<file path="src/rtl/usb_ep_pkg.sv">
package usb_ep_pkg;
  typedef enum logic {HS_NAK = 1'b0, HS_ACK = 1'b1} hs_e;

  typedef struct packed {
    logic short_end;
    logic ovf_end;
  } end_kind_t;
endpackage

</file>
<file path="src/rtl/ep_xfer_ctrl.sv">
module ep_xfer_ctrl
  import usb_ep_pkg::*;
#(
  parameter int LEN_W = 16,
  parameter int MPS_W = 11
) (
  input  logic             clk_i,
  input  logic             rst_ni,
  input  logic             prime_i,
  input  logic [LEN_W-1:0] prime_len_i,
  input  logic [MPS_W-1:0] prime_mps_i,
  input  logic             prime_ioc_i,
  input  logic             pkt_valid_i,
  input  logic [MPS_W-1:0] pkt_len_i,
  output logic             active_o,
  output logic [LEN_W-1:0] residual_o,
  output logic             short_o,
  output logic             ovf_o,
  output logic             end_evt_o,
  output logic             irq_req_o
);
  localparam int PadW = LEN_W - MPS_W;

  logic             active_q, ioc_q, short_q, ovf_q;
  logic [LEN_W-1:0] rem_q, len_ext, rem_next;
  logic [MPS_W-1:0] mps_q;
  logic             take, too_big;
  end_kind_t        kind;

  assign len_ext   = {{PadW{1'b0}}, pkt_len_i};
  assign take      = pkt_valid_i && active_q;
  assign too_big   = (pkt_len_i > mps_q) || (len_ext > rem_q);
  assign rem_next  = rem_q - len_ext;
  assign kind.ovf_end   = too_big;
  assign kind.short_end = !too_big && (pkt_len_i < mps_q);

  assign end_evt_o = take && (kind.ovf_end || kind.short_end || rem_next == '0);
  assign irq_req_o = end_evt_o && (ioc_q || kind.ovf_end);

  always_ff @(posedge clk_i or negedge rst_ni) begin
    if (!rst_ni) begin
      active_q <= 1'b0;
      ioc_q    <= 1'b0;
      short_q  <= 1'b0;
      ovf_q    <= 1'b0;
      rem_q    <= '0;
      mps_q    <= '0;
    end else if (prime_i && !active_q) begin
      active_q <= 1'b1;
      rem_q    <= prime_len_i;
      mps_q    <= prime_mps_i;
      ioc_q    <= prime_ioc_i;
      short_q  <= 1'b0;
      ovf_q    <= 1'b0;
    end else if (take) begin
      if (kind.ovf_end) begin
        ovf_q    <= 1'b1;
        active_q <= 1'b0;
      end else begin
        rem_q   <= rem_next;
        short_q <= kind.short_end;
        if (end_evt_o) active_q <= 1'b0;
      end
    end
  end

  assign active_o   = active_q;
  assign residual_o = rem_q;
  assign short_o    = short_q;
  assign ovf_o      = ovf_q;

  AST_PRIME_ARMS: assert property (@(posedge clk_i) disable iff (!rst_ni)
    prime_i && !active_q |=> active_q && !short_q && !ovf_q);
  AST_RESID_DEC: assert property (@(posedge clk_i) disable iff (!rst_ni)
    take && !too_big |=> rem_q == $past(rem_q) - $past(len_ext));
  AST_SHORT_ENDS: assert property (@(posedge clk_i) disable iff (!rst_ni)
    take && !too_big && pkt_len_i < mps_q |=> !active_q && short_q);
  AST_ZERO_RESID_ENDS: assert property (@(posedge clk_i) disable iff (!rst_ni)
    take && pkt_len_i == mps_q && len_ext == rem_q |=> !active_q && !short_q && rem_q == '0);
  AST_OVERFLOW: assert property (@(posedge clk_i) disable iff (!rst_ni)
    take && too_big |=> ovf_q && !active_q && $stable(rem_q));
  AST_PRIME_IGNORED: assert property (@(posedge clk_i) disable iff (!rst_ni)
    active_q && prime_i && !pkt_valid_i |=> $stable(rem_q) && $stable(mps_q) && active_q);
  AST_ZLP_ENDS: assert property (@(posedge clk_i) disable iff (!rst_ni)
    take && pkt_len_i == '0 && rem_q != '0 |=> !active_q && short_q);
endmodule

</file>
<file path="src/rtl/ep_hs_resp.sv">
module ep_hs_resp
  import usb_ep_pkg::*;
(
  input  logic clk_i,
  input  logic rst_ni,
  input  logic pkt_valid_i,
  input  logic armed_i,
  output logic hs_valid_o,
  output logic hs_ack_o
);
  logic hs_valid_q;
  hs_e  hs_q;

  always_ff @(posedge clk_i or negedge rst_ni) begin
    if (!rst_ni) begin
      hs_valid_q <= 1'b0;
      hs_q       <= HS_NAK;
    end else begin
      hs_valid_q <= pkt_valid_i;
      hs_q       <= (pkt_valid_i && armed_i) ? HS_ACK : HS_NAK;
    end
  end

  assign hs_valid_o = hs_valid_q;
  assign hs_ack_o   = (hs_q == HS_ACK);

  AST_NAK_IDLE: assert property (@(posedge clk_i) disable iff (!rst_ni)
    pkt_valid_i && !armed_i |=> hs_valid_o && !hs_ack_o);
  AST_ACK_ARMED: assert property (@(posedge clk_i) disable iff (!rst_ni)
    pkt_valid_i && armed_i |=> hs_valid_o && hs_ack_o);
endmodule

</file>
<file path="src/rtl/ep_irq_flag.sv">
module ep_irq_flag (
  input  logic clk_i,
  input  logic rst_ni,
  input  logic set_i,
  input  logic clr_i,
  output logic irq_o
);
  logic irq_q;

  always_ff @(posedge clk_i or negedge rst_ni) begin
    if (!rst_ni)    irq_q <= 1'b0;
    else if (set_i) irq_q <= 1'b1;  // set beats a coincident clear
    else if (clr_i) irq_q <= 1'b0;
  end

  assign irq_o = irq_q;

  AST_IRQ_STICKY: assert property (@(posedge clk_i) disable iff (!rst_ni)
    irq_q && !clr_i |=> irq_q);
  AST_IRQ_SET_WINS: assert property (@(posedge clk_i) disable iff (!rst_ni)
    set_i && clr_i |=> irq_q);
endmodule

</file>
<file path="src/rtl/usb_out_ep_tracker.sv">
module usb_out_ep_tracker #(
  parameter int LEN_W = 16,
  parameter int MPS_W = 11
) (
  input  logic             clk_i,
  input  logic             rst_ni,
  input  logic             prime_i,
  input  logic [LEN_W-1:0] prime_len_i,
  input  logic [MPS_W-1:0] prime_mps_i,
  input  logic             prime_ioc_i,
  input  logic             irq_clr_i,
  input  logic             pkt_valid_i,
  input  logic [MPS_W-1:0] pkt_len_i,
  output logic             hs_valid_o,
  output logic             hs_ack_o,
  output logic             active_o,
  output logic [LEN_W-1:0] residual_o,
  output logic             short_o,
  output logic             ovf_o,
  output logic             irq_o
);
  logic end_evt, irq_req;

  ep_xfer_ctrl #(.LEN_W(LEN_W), .MPS_W(MPS_W)) u_ctrl (
    .clk_i, .rst_ni, .prime_i, .prime_len_i, .prime_mps_i, .prime_ioc_i,
    .pkt_valid_i, .pkt_len_i, .active_o, .residual_o, .short_o, .ovf_o,
    .end_evt_o(end_evt), .irq_req_o(irq_req)
  );

  ep_hs_resp u_hs (
    .clk_i, .rst_ni, .pkt_valid_i, .armed_i(active_o),
    .hs_valid_o, .hs_ack_o
  );

  ep_irq_flag u_irq (
    .clk_i, .rst_ni, .set_i(irq_req), .clr_i(irq_clr_i), .irq_o
  );

  AST_IRQ_AT_END: assert property (@(posedge clk_i) disable iff (!rst_ni)
    $rose(irq_o) |-> $past(active_o) && !active_o);
  AST_NO_MIDXFER_IRQ: assert property (@(posedge clk_i) disable iff (!rst_ni)
    pkt_valid_i && active_o && !end_evt && !irq_o |=> !irq_o);
  AST_OVF_IRQ: assert property (@(posedge clk_i) disable iff (!rst_ni)
    $rose(ovf_o) |-> irq_o);
  AST_NAK_AFTER_END: assert property (@(posedge clk_i) disable iff (!rst_ni)
    end_evt |=> !active_o);
endmodule

</file>
<file path="config.mk">
export PLATFORM = sky130hd
export DESIGN_NAME = usb_out_ep_tracker
export DESIGN_NICKNAME = d
export VERILOG_FILES = /design/src/rtl/usb_ep_pkg.sv /design/src/rtl/ep_xfer_ctrl.sv /design/src/rtl/ep_hs_resp.sv /design/src/rtl/ep_irq_flag.sv /design/src/rtl/usb_out_ep_tracker.sv
export SDC_FILE = /design/constraint.sdc
export NUM_CORES = 1
export LEC_CHECK = 0
export BUFFER_PORTS_ARGS = -buffer_cell sky130_fd_sc_hd__buf_2
export CAP_MARGIN = 10
export CORE_AREA = 3 3 84 86
export DETAILED_ROUTE_END_ITERATION = 10
export DIE_AREA = 0 0 87 89
export SYNTH_ARGS = -nofsm -noshare
export SYNTH_HDL_FRONTEND = slang
export SYNTH_SLANG_ARGS = --single-unit
</file>
<file path="constraint.sdc">
create_clock -name clk_i -period 4.62 [get_ports clk_i]
set_clock_uncertainty 0.05 [all_clocks]
set_input_delay 0.462 -clock clk_i [delete_from_list [all_inputs] [get_ports clk_i]]
set_output_delay 0.462 -clock clk_i [all_outputs]
set_load 0.05 [all_outputs]
</file>
After elaboration in Yosys (flattened, before gate mapping)
Cells that the tools add are included.
- muxes and demuxes: 16
- order comparisons: 3
- reductions and logical operators: 19
- eq/ne operators: 1
- $add $sub $neg: 1
- operator list (operator ; number):
    $mux 16 ; 3
    $gt 11x16->1 ; 1
    $logic_not 16->1 ; 1
    $sub 16x11->16 ; 1
    $mux 1 ; 13
    $gt 11x11->1 ; 1
    $lt 11x11->1 ; 1
    $reduce_and 2->1 ; 3
    $reduce_bool 2->1 ; 3
    $logic_and 1x1->1 ; 5
    $logic_or 1x1->1 ; 4
    $reduce_bool 3->1 ; 1
    $logic_not 1->1 ; 2
    $ne 2x2->1 const B ; 1
- word-level logic and storage cells: 49
- bits of input ports: 44
- output and inout bits: 22
- bits in registers: 34

Logic depth before layout (Yosys ltp)
Gate-level depths: netlist of run 1.
- depth after elaboration: 11
- gate-level depth with buffers: 11
- mapped depth without buffers: 10

Hierarchy
A second synthesis of run 1 with hierarchy kept.
- cell total of the unflattened synthesis: 315
- area total of the unflattened synthesis: 2551.2 sq um
- by module, submodules not included (module ; area an instance (sq um) ; sequential area each (sq um) ; cells an instance ; instances):
    ep_xfer_ctrl ; 2458.6 ; 775.7 ; 309 ; 1
    ep_hs_resp ; 56.3 ; 50.0 ; 3 ; 1
    ep_irq_flag ; 36.3 ; 25.0 ; 3 ; 1

Worst setup path before layout of run 1
Ideal clock, no wire load.
- path kind: register -> register
- from: register u_ctrl.rem_q[0] (netlist: u_ctrl.residual_o[0])
- to: register u_ctrl.rem_q[12] (netlist: u_ctrl.residual_o[12])
- path slack: 1.753 ns
- buffers on the path: 0
- setup time: 0.123 ns
- period minus slack after synthesis: 2.867 ns
- data required time: 4.447 ns
- stages on the path, launching flop included: 11
- arrival: 2.694 ns
- path through: dfrtp_1 inv_1 ha_1 fa_1 nand2b_1 a21boi_2 o21ai_0 nand2_1 nor3b_4 mux2_4 o221a_1
- cells in the longest elaborated chain, start to end: 4
- elaborated cells on any way between the ends: 8
- those cells by class: add/sub (1); order compare (1); eq/ne (1); mux (3); reduce/logical (2)
- ends and longest elaborated chain (element ; RTL line ; source):
    start, declared ; ep_xfer_ctrl.sv:25 ; logic [LEN_W-1:0] rem_q, len_ext, rem_next;
    start signal, assigned ; ep_xfer_ctrl.sv:50 ; rem_q <= prime_len_i;
    start signal, assigned ; ep_xfer_ctrl.sv:60 ; rem_q <= rem_next;
    $sub 16x11->16 / $gt 11x16->1 (equally long branches) ; ep_xfer_ctrl.sv:33, ep_xfer_ctrl.sv:32 ;
    $mux 16 / $logic_or 1x1->1 (equally long branches) ; ep_xfer_ctrl.sv:56, ep_xfer_ctrl.sv:32 ;
    $mux 16 / $ne 2x2->1 (equally long branches) ; -- ;
    $mux 16 / $reduce_and 2->1 (equally long branches) ; -- ;
Several ways; a longest one is shown, not always the timed one. The select of a mux whose other input is x is not followed.
A chain may end at the register's enable or synchronous reset.

Worst setup path in the final report of run 1
Same ends and word-level chain as after synthesis.

==> results.txt, run 1 <==
status: complete, no violations
WP buf/inv: 1
Final min period: 3.137 ns
Async SR Flop Fraction: 100.0%
Startpoint Class: flop
Syn-to-layout area delta: 18.85%
most frequent cells in the layout: buf_2, dfrtp_1, nand2_1
Net Count, Synth: 355
Power Internal: 921.2 uW
Tcrit/Tclk final: 67.89%
RSZ-0062 raised after global routing: no
Sw Pwr: 1023 uW
via count: 2382
Synth Register Bits: 34
fmax: 318.8 MHz
Antenna Nets Post-Route: 0
power per cell area: 645.3 nW/um^2
DP HPWL: 5627 um
Core ar.: 6350 sq um
CP max-delay cell: nor3b_4
yosys warns: 0
Hold Vio Cnt, Final: 0
area leader, netlist: dfrtp_1
Leak Pwr: 0.001424 uW
Ports: 66
first-pass iteration count of the detailed router: 4
max-cap violations: 0
Starting Density: 39.92%
WP data arrival: 3.27 ns
kind of cell adding the most delay to the critical path: simple AND/OR/NAND/NOR gates
distinct cell type count after synthesis: 56
setup bufs post-CTS: 0
Clock power frac: 12.0%
critical path depth in cells: 10
Die Y: 89 um
Hold-fix buffers, CTS: 0
Nets: 419
# resized after CTS: 0
relative slew slack: 47.04%
final setup TNS: 0 ns
Clock Root Buffer: clkbuf_8
HP Class: input pin to async pin
drt initial violations: 120
Seq/Total Area, Yosys: 33.56%
worst slew pin tran: 0.7943 ns
clock sinks: 34
critical-path maximum fanout: 15
Crit path largest cell delay: 0.61 ns
largest net degree at the start of global routing: 35
vias per std cell: 5.540
Area contributors post-synth: dfrtp_1, ha_1, nand2_1
grt ovf: 0
share of the synthesized area in the top cell type: 33.56%
worst-skew pair later-pin latency: 0.29 ns
Avg Inst Size Synth: 8.802 sq um
first-pass GRT wire length: 11300 um
vias in the first global route: 2277
mapped cell area: 2535 sq um
initial antenna violation count: 0
Slew Viols, Final: 0
Peak VDD IR: 0.2425 mV
R2R cell count: 10
Worst Setup Path Type: flop to flop
drt drc: 0
pre-CTS WS: 1.310 ns
ys flop type: dfrtp_1
die area: 7743 sq um
Die Width: 87 um
Mapped Cells: 288
TritonCTS buffer count: 5
CP endpoint kind: flop
CTS tree: yes
Crit path required time: 4.75 ns
crit-path cells: inv_1 > ha_1 > fa_1 > nand2b_1 > a21boi_2 > o21ai_0 > nand2_1 > nor3b_4 > mux2_4 > o221a_1
commonest non-fill, non-tap cell in the layout: buf_2
Sw Share: 52.62%
gpl congestion: 0.8239
clock slew at reported path FFs: 0.07 ns
ANT cells: 0
Sequential Power Share: 25.8%
Comb pwr share: 62.2%
# rows: 29
DR WL/cell: 16.48 um
number of port buffers: 65
setup ws final: 1.484 ns
drt total wl: 7086 um
ratio of cells with drive above 1 in the final layout: 27.48%
EDFF count, synth: 0
# setup viols final: 0
GRT Util Overall: 18.82%
clk buf depth: 2
Max H-tree Level: 2
Tot Pwr: 1944 uW
==> logic make-up after synthesis <==
family	Yosys count	synth area share (%)
flip-flops	34	33.56
AO/OA/AOI/OAI	82	23.74
multiplexers	3	1.382
AND/OR/NAND/NOR	99	20.48
adder cells (fa/ha/maj)	23	11.65
buffers and inverters	38	6.071
XOR/XNOR	9	3.109
==> per-layer routing <==
| layer | GRT usage (%) | vias up | wire length, um |
|---|---|---|---|
| met5 | 0 | - | 0 |
| met4 | 3.824 | 0 | 65 |
| met3 | 3.134 | 5 | 202 |
| met2 | 31.88 | 45 | 3513 |
| met1 | 25.40 | 1151 | 3305 |
| li1 | - | 1181 | - |
==> power groups by stage <==
stage	Sequential (uW)	Clock, uW	Combinational [uW]
6_report	502	233	1210
5_1_grt	516	255	1320
4_1_cts	502	241	1210
3_5_place_dp	508	0	1200
3_3_place_gp	508	0	1200
2_1_floorplan	744	0	678
==> cells in the mapped netlist (all sizes together), types with 5 or more instances <==
cell	count
a21o	5
o21ai	20
xor2	5
nor3	10
a211oi	6
nand4	8
nand3	5
nand2b	6
clkbuf	5
ha	22
nand2	32
a21oi	16
inv	29
dfrtp	34
nor2	18
o221a	11
==> cell type report <==
type,count,area [sq um]
timing repair buffer,66,332.8
fill,635,3337
tap,77,96.34
clock inverter,1,5.005
sequential,34,850.8
multi-input combinational,216,1533
clock buffer,7,86.33
inverter,29,108.9
==> through the flow <==
| step | instance area (sq um) | utilization, % | cells | hold WS [ns] |
|---|---|---|---|---|
| global route | 3013 | 47.45 | 430 | 0.2276 |
| detailed placement | 2922 | 46.01 | 422 | 0.4152 |
| floorplan | 2535 | - | 288 | 0.1164 |
| CTS | 3013 | 47.45 | 430 | 0.2294 |
| global placement | 2922 | 46.01 | 422 | 0.4103 |
| finish | 3013 | 47.45 | 430 | 0.2017 |
==> worst register-to-register path, cell delays in order (launching register included) <==
cell and delay [ns]:
dfrtp_1 0.35, inv_1 0.06, ha_1 0.21, fa_1 0.42, nand2b_1 0.21, a21boi_2 0.20, o21ai_0 0.17, nand2_1 0.19
nor3b_4 0.61, mux2_4 0.35, o221a_1 0.22
==> path summary, 6_finish.rpt <==
path                                         end  slack (ns)                  from
min                        u_ctrl.residual_o[15]        0.20                rst_ni
max                        u_ctrl.residual_o[12]        1.48  u_ctrl.residual_o[0]
max reg2reg                u_ctrl.residual_o[12]        1.48  u_ctrl.residual_o[0]
min reg2reg                         u_ctrl.ioc_q        0.43          u_ctrl.ioc_q
min in group clk_i               u_hs.hs_valid_o        0.24           pkt_valid_i
max in group asynchronous        u_ctrl.mps_q[2]        3.81                rst_ni
==> registers in the layout, summed over array words and instances, names as in the netlist <==
register / flops
u_hs.hs_ack_o: 1
u_irq.irq_o: 1
u_hs.hs_valid_o: 1
u_ctrl.short_o: 1
u_ctrl.ovf_o: 1
u_ctrl.ioc_q: 1
u_ctrl.mps_q: 11
u_ctrl.residual_o: 16
u_ctrl.active_o: 1
No activity file was read; power rests on OpenSTA's default activity.
==> run 2, diff against run 1 <==
--- a/config.mk
+++ b/config.mk
@@ -5,11 +5,12 @@
 export SDC_FILE = /design/constraint.sdc
 export NUM_CORES = 1
 export LEC_CHECK = 0
+export ABC_AREA = 1
 export BUFFER_PORTS_ARGS = -buffer_cell sky130_fd_sc_hd__buf_2
 export CAP_MARGIN = 10
-export CORE_AREA = 3 3 84 86
+export CORE_AREA = 3 3 87 89
 export DETAILED_ROUTE_END_ITERATION = 10
-export DIE_AREA = 0 0 87 89
+export DIE_AREA = 0 0 90 92
 export SYNTH_ARGS = -nofsm -noshare
 export SYNTH_HDL_FRONTEND = slang
 export SYNTH_SLANG_ARGS = --single-unit
==> constraint.sdc (replaced) <==
create_clock -name clk_i -period 2.6 [get_ports clk_i]
set_clock_uncertainty 0.05 [all_clocks]
set_input_delay 0.26 -clock clk_i [delete_from_list [all_inputs] [get_ports clk_i]]
set_output_delay 0.26 -clock clk_i [all_outputs]
set_load 0.05 [all_outputs]
==> run 2 against run 1 <==
- synthesized area increased by 6.9%
- critical path depth increased by 2
- sequential power grew 86%
- the flow now finishes with violations (negative hold slack)
- largest cell class unchanged
- worst setup slack worse by 1.2 ns
- design area increased by 7.3%
- utilization fell by 0.14 points
- hold slack worse by 0.21 ns
- cell count is 35% higher
- die area rose by 6.9%
- register-to-register slack worse by 1.2 ns
- global-route usage shrank 0.36 points
- first-iteration DRC count shrank 16%
==> results.txt, run 2 <==
Sw Pwr: 2306 uW
Nets: 552
vias per std cell: 4.619
first-pass iteration count of the detailed router: 4
drt initial violations: 101
drt total wl: 7417 um
clk buf depth: 2
largest net degree at the start of global routing: 35
yosys warns: 0
Largest register FFs: 16
count leader, synth: nand2_1
Starting Density: 39.65%
DR WL/cell: 12.74 um
Mapped Cells: 418
final setup TNS: 0 ns
Clock Root Buffer: clkbuf_8
DP HPWL: 5977 um
relative slew slack: 46.40%
Post-Synth Simple-Gate Area: 33.86%
GRT Util Overall: 18.46%
Synth Area in XOR/XNOR: 1.293%
gpl congestion: 0.9072
Die Width: 90 um
ANT cells: 0
number of port buffers: 65
initial antenna violation count: 0
area leader, netlist: dfrtp_1
HP Class: input pin to async pin
Core ar.: 6832 sq um
RSZ-0062 raised after global routing: no
Reg2Reg Setup Slack: 0.28 ns
Sequential Power Share: 22.5%
mapped cell area: 2709 sq um
failing checks: negative hold slack
grt ovf: 0
Comb pwr share: 67.0%
power per cell area: 1281 nW/um^2
first-pass GRT wire length: 12320 um
Startpoint Class: flop
EDFF count, synth: 0
Power Internal: 1834 uW
Hold Vio Cnt, Final: 10
Leak Pwr: 0.001874 uW
ys flop type: dfrtp_1
Max H-tree Level: 2
Async SR Flop Fraction: 100.0%
Clock power frac: 10.4%
Slew Viols, Final: 0
Final min period: 2.315 ns
worst slew pin tran: 0.8040 ns
Hold WS: -0.004612 ns
max-cap violations: 0
via count: 2688
commonest non-fill, non-tap cell in the layout: nand2_1
most frequent cells in the layout: nand2_1, inv_1, buf_2
clock sinks: 34
Tcrit/Tclk final: 89.05%
share of the synthesized area in the top cell type: 31.41%
worst-skew pair later-pin latency: 0.30 ns
Antenna Nets Post-Route: 0
Syn-to-layout area delta: 19.31%
drt drc: 0
Net Count, Synth: 485
Worst Setup Path Type: flop to flop
Crit path required time: 2.78 ns
mux share of post-synthesis cell area: 0%
Area contributors post-synth: dfrtp_1, nand2_1, inv_1
Ports: 66
Synth Register Bits: 34
main combinational cell family by area after synthesis: simple AND/OR/NAND/NOR gates
setup bufs post-CTS: 0
critical-path maximum fanout: 10
Die Y: 92 um
die area: 8280 sq um
# rows: 30
fmax: 431.9 MHz
# resized after CTS: 0
clock slew at reported path FFs: 0.08 ns
Hold-fix buffers, CTS: 0
WP data arrival: 2.49 ns
Avg Inst Size Synth: 6.480 sq um
CP endpoint kind: flop
status: finished with violations
Synth Area in Compound Gates: 10.35%
TritonCTS buffer count: 5
ratio of cells with drive above 1 in the final layout: 17.70%
Post-Synth Adder-Cell Area: 10.90%
Synth top cells by count: nand2_1, inv_1, dfrtp_1
vias in the first global route: 2632
Sw Share: 55.70%
# setup viols final: 0
CTS tree: yes
Seq/Total Area, Yosys: 31.41%
distinct cell type count after synthesis: 30
Peak VDD IR: 0.5175 mV
==> run 2: cell types whose count changed in the layout (fill, tap and decap cells not counted), sizes merged, moves of 4 or more <==
| cell | previous run | this run |
|---|---|---|
| nor2b | 4 | 0 |
| a21o | 5 | 0 |
| o221a | 11 | 0 |
| inv | 29 | 77 |
| and3 | 4 | 0 |
| nand2b | 6 | 0 |
| nor2 | 18 | 23 |
| nand2 | 32 | 165 |
| a211oi | 6 | 0 |
| nand3 | 5 | 21 |
| o21ai | 20 | 37 |
| nor3 | 10 | 4 |
| a21oi | 16 | 12 |
==> run 2: critical path, cell delays in order (launching register included) <==
cell and delay [ns]:
dfrtp_1 0.42, ha_1 0.36, nand2_2 0.13, inv_1 0.04, nand2_1 0.07, nand2_1 0.07, a21oi_1 0.25, nand4_2 0.17
nand2_2 0.18, nor2_1 0.10, nor2_4 0.25, nand2_1 0.09, nand2_1 0.07
==> run 2: cell families (layout without fill, tap and decap cells) <==
| logic type | after synthesis | in the layout |
|---|---|---|
| simple gates | 221 | 221 |
| fa+ha+maj | 23 | 23 |
| compound gates | 52 | 52 |
| buf+inv | 84 | 152 |
| flops | 34 | 34 |
| xor+xnor | 4 | 4 |
==> run 2: metrics by stage <==
stage	setup slack, ns	utilization (%)	power, uW	cell area [sq um]	cells
floorplan	0.1991	-	3055	2709	418
global placement	0.2536	45.97	3699	3141	574
detailed placement	0.2635	45.97	3735	3141	574
CTS	0.2800	47.31	4184	3232	582
global route	0.03556	47.31	4566	3232	582
finish	0.2848	47.31	4140	3232	582
==> run 2: per-layer routing <==
metal	share of wire, %	GRT usage, %	vias up	wire (um)
met4	1.1	4.337	0	85
li1	-	-	1431	-
met1	45	23.10	1202	3356
met3	3.7	3.281	8	278
met5	0	0	-	0
met2	50	32.98	47	3698
==> run 2: path summary, 6_finish.rpt <==
| check | from | end | depth (start not counted) |
|---|---|---|---|
| setup / recovery | u_ctrl.residual_o[9] | u_ctrl.residual_o[2] | 12 |
| hold / removal | rst_ni | u_ctrl.residual_o[7] | 1 |
| setup reg to reg | u_ctrl.residual_o[9] | u_ctrl.residual_o[2] | 12 |
| hold reg to reg | u_ctrl.short_o | u_ctrl.short_o | 2 |
| max in group asynchronous | rst_ni | u_ctrl.mps_q[7] | 1 |
| min in group clk_i | pkt_valid_i | u_hs.hs_valid_o | 1 |
==> run 2: power by group through the flow <==
stage | Sequential (uW) | Clock, uW | Combinational (uW)
3_5_place_dp | 944 | 0 | 2790
3_3_place_gp | 940 | 0 | 2760
2_1_floorplan | 1430 | 0 | 1630
6_report | 933 | 431 | 2780
5_1_grt | 965 | 460 | 3140
4_1_cts | 934 | 447 | 2800
==> run 2: cell type report <==
cell class | instances | area [sq um]
fillers | 764 | 3600
multi-input cells | 300 | 1528
flip-flops and latches | 34 | 850.8
repair buffers | 67 | 352.8
inverters | 77 | 289.0
well taps | 96 | 120.1
clock buffers | 7 | 86.33
clock inverters | 1 | 5.005
